[src/rtl/irqu_pkg.sv]
package irqu_pkg;
  localparam int SW = 8;
  localparam int B_RX      = 0;
  localparam int B_TXDONE  = 1;
  localparam int B_TXEMPTY = 2;
  localparam int B_ALLOC   = 3;
  localparam int B_OVRN    = 4;
  localparam int B_EXC     = 5;
  localparam int B_ERX     = 6;
  localparam int B_RSVD    = 7;
  // sticky, write-one-to-clear positions
  localparam logic [SW-1:0] ACKABLE    = 8'b0101_0110;
  localparam logic [SW-1:0] STATUS_RST = 8'b0000_0100;
endpackage

[src/rtl/irqu_host_port.sv]
module irqu_host_port
  import irqu_pkg::*;
#(
  parameter int ADDR_W    = 3,
  parameter int BASE_WORD = 6
) (
  input  logic              hp_req,
  input  logic              hp_we,
  input  logic [ADDR_W-1:0] hp_addr,
  input  logic [1:0]        hp_be,
  input  logic [15:0]       hp_wdata,
  input  logic [SW-1:0]     status,
  input  logic [SW-1:0]     mask,
  output logic [SW-1:0]     ack_vec,
  output logic              mask_we,
  output logic [SW-1:0]     mask_wdata,
  output logic [15:0]       hp_rdata
);
  localparam logic [ADDR_W-1:0] BASE = ADDR_W'(BASE_WORD);

  logic hit;
  logic wr_hit;
  logic rd_hit;

  always_comb begin
    hit    = hp_req && (hp_addr == BASE);
    wr_hit = hit && hp_we;
    rd_hit = hit && !hp_we;
  end

  always_comb begin
    ack_vec    = (wr_hit && hp_be[0]) ? (hp_wdata[SW-1:0] & ACKABLE) : '0;
    mask_we    = wr_hit && hp_be[1];
    mask_wdata = hp_wdata[15:8];
    hp_rdata   = rd_hit ? {mask, status} : 16'h0000;
  end
endmodule

[src/rtl/irqu_early_rx.sv]
module irqu_early_rx #(
  parameter int CNT_W = 12
) (
  input  logic             clk,
  input  logic             rst_n,
  input  logic             rx_start,
  input  logic             rx_active,
  input  logic             rx_byte_stb,
  input  logic [CNT_W-1:0] threshold,
  output logic             fire
);
  localparam logic [CNT_W-1:0] CNT_MAX = {CNT_W{1'b1}};

  logic [CNT_W-1:0] count_q, count_d;
  logic             armed_q, armed_d;
  logic             en;

  always_comb begin
    fire = armed_q && rx_active && !rx_start && (count_q > threshold);
  end

  always_comb begin
    count_d = count_q;
    armed_d = armed_q;
    if (rx_start) begin
      count_d = rx_byte_stb ? CNT_W'(1) : '0;
      armed_d = 1'b1;
    end else begin
      if (rx_byte_stb && (count_q != CNT_MAX)) count_d = count_q + 1'b1;
      if (fire) armed_d = 1'b0;
    end
    en = rx_start | rx_byte_stb | fire;
  end

  always_ff @(posedge clk or negedge rst_n) begin
    if (!rst_n) begin
      count_q <= '0;
      armed_q <= 1'b0;
    end else if (en) begin
      count_q <= count_d;
      armed_q <= armed_d;
    end
  end
endmodule

[src/rtl/irqu_status_core.sv]
module irqu_status_core
  import irqu_pkg::*;
(
  input  logic          clk,
  input  logic          rst_n,
  input  logic [SW-1:0] set_vec,
  input  logic [SW-1:0] live_vec,
  input  logic [SW-1:0] ack_vec,
  output logic [SW-1:0] status
);
  for (genvar i = 0; i < SW; i++) begin : g_bit
    if (ACKABLE[i]) begin : g_sticky
      logic q, d, en;
      logic unused_live;
      always_comb begin
        unused_live = live_vec[i];
        en = set_vec[i] | ack_vec[i];
        d  = set_vec[i] ? 1'b1 : 1'b0;   // set wins over acknowledge
      end
      always_ff @(posedge clk or negedge rst_n) begin
        if (!rst_n)  q <= STATUS_RST[i];
        else if (en) q <= d;
      end
      assign status[i] = q;
    end else if (i == B_RSVD) begin : g_rsvd
      logic unused_rsvd;
      assign unused_rsvd = set_vec[i] | live_vec[i] | ack_vec[i];
      assign status[i] = 1'b0;
    end else begin : g_live
      logic unused_in;
      assign unused_in = set_vec[i] | ack_vec[i];
      assign status[i] = live_vec[i];
    end
  end
endmodule

[src/rtl/irqu_mask_gate.sv]
module irqu_mask_gate
  import irqu_pkg::*;
(
  input  logic          clk,
  input  logic          rst_n,
  input  logic          mask_we,
  input  logic [SW-1:0] mask_wdata,
  input  logic [SW-1:0] status,
  output logic [SW-1:0] mask_q,
  output logic          irq
);
  logic [SW-1:0] mask_d;

  always_comb begin
    mask_d = mask_we ? mask_wdata : mask_q;
    irq    = |(status & mask_q);
  end

  always_ff @(posedge clk or negedge rst_n) begin
    if (!rst_n)       mask_q <= '0;
    else if (mask_we) mask_q <= mask_d;
  end
endmodule

[src/rtl/irq_reg_unit.sv]
module irq_reg_unit
  import irqu_pkg::*;
#(
  parameter int ADDR_W    = 3,
  parameter int BASE_WORD = 6,
  parameter int CNT_W     = 12,
  parameter int NEXC      = 4
) (
  input  logic              clk,
  input  logic              rst_n,
  input  logic              hp_req,
  input  logic              hp_we,
  input  logic [ADDR_W-1:0] hp_addr,
  input  logic [1:0]        hp_be,
  input  logic [15:0]       hp_wdata,
  output logic [15:0]       hp_rdata,
  input  logic              ev_rx_pending,
  input  logic              ev_alloc_done,
  input  logic              ev_tx_done,
  input  logic              ev_tx_empty,
  input  logic              ev_rx_overrun,
  input  logic [NEXC-1:0]   exc_src,
  input  logic              rx_start,
  input  logic              rx_active,
  input  logic              rx_byte_stb,
  input  logic [CNT_W-1:0]  erx_threshold,
  output logic              irq
);
  logic [1:0]    rs_q;
  logic          rst_sync_n;
  logic [SW-1:0] status_w, mask_w, ack_w, set_w, live_w, mask_wdata_w;
  logic          mask_we_w;
  logic          erx_fire_w;

  // asynchronous assert, synchronous release
  always_ff @(posedge clk or negedge rst_n) begin
    if (!rst_n) rs_q <= 2'b00;
    else        rs_q <= {rs_q[0], 1'b1};
  end
  assign rst_sync_n = rs_q[1];

  always_comb begin
    set_w            = '0;
    set_w[B_TXDONE]  = ev_tx_done;
    set_w[B_TXEMPTY] = ev_tx_empty;
    set_w[B_OVRN]    = ev_rx_overrun;
    set_w[B_ERX]     = erx_fire_w;
    live_w           = '0;
    live_w[B_RX]     = ev_rx_pending;
    live_w[B_ALLOC]  = ev_alloc_done;
    live_w[B_EXC]    = |exc_src;
  end

  irqu_host_port #(.ADDR_W(ADDR_W), .BASE_WORD(BASE_WORD)) u_port (
    .hp_req(hp_req), .hp_we(hp_we), .hp_addr(hp_addr), .hp_be(hp_be),
    .hp_wdata(hp_wdata), .status(status_w), .mask(mask_w),
    .ack_vec(ack_w), .mask_we(mask_we_w), .mask_wdata(mask_wdata_w),
    .hp_rdata(hp_rdata)
  );

  irqu_early_rx #(.CNT_W(CNT_W)) u_erx (
    .clk(clk), .rst_n(rst_sync_n), .rx_start(rx_start), .rx_active(rx_active),
    .rx_byte_stb(rx_byte_stb), .threshold(erx_threshold), .fire(erx_fire_w)
  );

  irqu_status_core u_core (
    .clk(clk), .rst_n(rst_sync_n), .set_vec(set_w), .live_vec(live_w),
    .ack_vec(ack_w), .status(status_w)
  );

  irqu_mask_gate u_mask (
    .clk(clk), .rst_n(rst_sync_n), .mask_we(mask_we_w),
    .mask_wdata(mask_wdata_w), .status(status_w), .mask_q(mask_w), .irq(irq)
  );
endmodule

[config.mk]
export PLATFORM = sky130hd
export DESIGN_NAME = irq_reg_unit
export DESIGN_NICKNAME = d
export VERILOG_FILES = /design/src/rtl/irqu_pkg.sv /design/src/rtl/irqu_host_port.sv /design/src/rtl/irqu_early_rx.sv /design/src/rtl/irqu_status_core.sv /design/src/rtl/irqu_mask_gate.sv /design/src/rtl/irq_reg_unit.sv
export SDC_FILE = /design/constraint.sdc
export NUM_CORES = 1
export LEC_CHECK = 0
export BUFFER_PORTS_ARGS = -buffer_cell sky130_fd_sc_hd__buf_2
export CAP_MARGIN = 5
export CORE_MARGIN = 2
export CORE_UTILIZATION = 43
export DETAILED_ROUTE_END_ITERATION = 16
export HOLD_SLACK_MARGIN = 0.15
export PLACE_DENSITY = 0.75
export REMOVE_ABC_BUFFERS = 1
export SKIP_LAST_GASP = 1
export SLEW_MARGIN = 25
export SYNTH_ARGS = -nofsm -noshare
export SYNTH_HDL_FRONTEND = slang
export SYNTH_SLANG_ARGS = --single-unit
[constraint.sdc]
create_clock -name clk -period 1.1 [get_ports clk]
set_input_delay 0.11 -clock clk [delete_from_list [all_inputs] [get_ports clk]]
set_output_delay 0.11 -clock clk [all_outputs]
set_load 0.05 [all_outputs]
==> metrics <==
DP Worst Slack -0.6270 ns; hpwl dp 3.076 mm; CP arrival 2.02 ns; final setup margin -0.7502 ns; gr usage total 27.41%; yosys warns 0; Setup crit end kind register; Initial Util 44.60%; setup violators final 38; vias per cell 5.604; buffers and inverters on the worst path 0; Final Hold Vio Count 0; startpoint types register; CTS sink count 27; total number of vias 1,855; setup TNS -9.698 ns; delay-heaviest family, CP compound AO/OA/AOI/OAI gates; RSZ-0062 raised after global routing true; Clock Latency Late Sink 0.28 ns; Max Slew Vio Count 0; Power, Total 2.284 mW; Syn-to-layout area delta 77.24%; Routed WL per cell 19.53 um; Die W 65.62 um; CTS tree done; post-layout instance area 2894 um2; Fillers 201; Max Clk Rate 0.5405 GHz; first-pass GRT wire length 8.838 mm; CP Cell Sequence ha_1, nor2b_1, o211ai_1, a211oi_1, o41a_1, a21o_1; Die H 65.62 um; slowest stage delay, CP 0.41 ns; Final ANT Viol Nets 0; vias in the first global route 1,846; Unique masters post-synth 38; Placed Instances 296; Pwr Density 789.1 nW/um2; Final Skew 0.003474 ns; fraction of layout cells with a size suffix above 1 51.24%; die area 4306 um2; DRC violation count after routing 0; Congestion Overflow GR 0; final cell count without fillers 331; initial drt markers 144; H-tree Lvls 1; Max rail drop VDD 0.7035 mV; gpl congestion 0.8078; Yosys reg bits 27; Placement Cell Area 2180 um2; row cnt 22; Tcrit/Tclk final 168.2%; Ports 66; max_cap viols 0; synthesized area 1633 um2; Post-Route WL 6.464 mm; Core Region 3661 um2; Longest Clk Path Bufs 2; critical path class register to register; antenna violations before repair 0; largest net degree at the start of global routing 22; failing checks negative setup slack; Port Buffers 60; register area share after synthesis 41.46%; fin util 79.05%; clk slew on worst S/H paths 0.09 ns; status complete, but fails checks; Critical-path top delay cell dfrtp_1; # nets final 346; Min-Delay Path Class register to asynchronous set/reset pin; P_leak 1.399 nW; CTS Buf Count 3; worst-path maximum fanout 2; root buffer cell clkbuf_8; min Tclk post-route 1.850 ns; ant diodes 0; worst hold slack 0.2209 ns; DR pass1 iterations 4; Req. time, crit path 1.27 ns; synthesized instance count 168; Syn Area/Cell 9.719 um2
## cells by family (layout without fill, tap and decap cells)
| group | count (synthesis) | after routing | share of synthesized area (%) |
|---|---|---|---|
| AO/OA/AOI/OAI | 29 | 29 | 11.72 |
| other | 2 | 2 | 0.4599 |
| adder cells (fa/ha/maj) | 13 | 13 | 9.962 |
| multiplexers | 8 | 8 | 5.517 |
| AND/OR/NAND/NOR | 66 | 66 | 23.22 |
| buffers and inverters | 16 | 131 | 3.908 |
| flip-flops | 27 | 27 | 41.46 |
| XOR/XNOR | 7 | 7 | 3.755 |
## placed cells by master, fill, tap and decap left out, drive strengths merged, types with 5 or more instances in the layout
master       count
nor3             5
dfrtp           26
xnor2            5
a21o             5
a21oi           10
ha              13
and2            15
buf             96
nor2             9
mux2             8
inv             12
nand2           11
dlygate4sd3     19
nand3            6
nand4            7
## per-layer routing
metal / track usage, % / part of all wire, % / wire length [um]
met2: 50.88 / 52 / 3353
met3: 4.966 / 5.0 / 321
met1: 29.92 / 37 / 2406
met4: 12.24 / 5.9 / 382
met5: 0 / 0 / 0
## registers in the layout, summed over array words and instances, names as in the netlist
register                 cells
u_core.g_bit.g_sticky.q      4
u_erx.count_q               12
u_mask.mask_q                8
rs_q                         2
u_erx.armed_q                1
## synthesized netlist by cell type, drive strengths merged
cell | count | area [um2]
a211oi | 1 | 7.510
nand3 | 6 | 30.03
dfrtp | 26 | 650.6
nor2b | 2 | 12.51
xnor2 | 5 | 43.79
a21oi | 10 | 50.05
xor2 | 2 | 17.52
a21o | 5 | 37.54
clkbuf | 3 | 11.26
mux2 | 8 | 90.09
o41a | 2 | 22.52
and3 | 1 | 6.260
a21boi | 1 | 7.510
a22oi | 3 | 22.52
nand2 | 11 | 43.80
nand4 | 7 | 43.79
nor2 | 9 | 33.78
nor4 | 1 | 6.260
dfstp | 1 | 26.28
inv | 12 | 45.04
o21ai | 3 | 15.01
buf | 1 | 7.510
or3 | 3 | 25.03
and4 | 4 | 40.04
ha | 13 | 162.7
and2 | 15 | 93.84
and4b | 1 | 10.01
nor4b | 1 | 8.760
o41ai | 1 | 8.760
conb | 2 | 7.510
a31oi | 2 | 12.51
o211ai | 1 | 7.510
nor3 | 5 | 25.02
## area by class of cell
cell class / count / area, um2 / area share, %
Inverter: 12 / 45.04 / 1.556
Clock inverter: 1 / 7.507 / 0.2594
Timing Repair Buffer: 115 / 993.5 / 34.33
Clock buffer: 3 / 41.29 / 1.427
Tap cell: 48 / 60.06 / 2.075
Multi-Input combinational cell: 125 / 1070 / 36.97
Sequential cell: 27 / 676.9 / 23.39
## power by group
group / switching (mW) / leakage (nW) / internal, mW
clock network: 0.322 / 0.0217 / 0.258
registers: 0.0684 / 0.342 / 1.06
logic: 0.265 / 1.04 / 0.308
total: 0.656 / 1.40 / 1.63
## repair_timing
item                       4_1_cts  5_1_grt
setup buffers                    3       10
resized for setup               88       18
hold buffers                    19        0
hold endpoints to repair        19        0
setup endpoints to repair       30       30
pin swaps                       26       18
cloned                           1        0
## path summary, 6_finish.rpt
path | from | end | slack, ns | cells after the start
max | u_erx.count_q[1]$_DFFE_PN0P_ | u_core.g_bit[6].g_sticky.q$_DFFE_PN0P_ | -0.75 | 6
min | rs_q[1]$_DFF_PN0_ | u_erx.count_q[3]$_DFFE_PN0P_ | 0.22 | 1
max reg2reg | u_erx.count_q[1]$_DFFE_PN0P_ | u_core.g_bit[6].g_sticky.q$_DFFE_PN0P_ | -0.75 | 6
min reg2reg | rs_q[1]$_DFF_PN0_ | u_erx.count_q[3]$_DFFE_PN0P_ | 0.22 | 1
max in group asynchronous | rs_q[1]$_DFF_PN0_ | u_mask.mask_q[1]$_DFFE_PN0P_ | 0.25 | 1
min in group clk | rx_byte_stb | u_erx.count_q[2]$_DFFE_PN0P_ | 0.25 | 3
(Power assumes the default switching activity.)
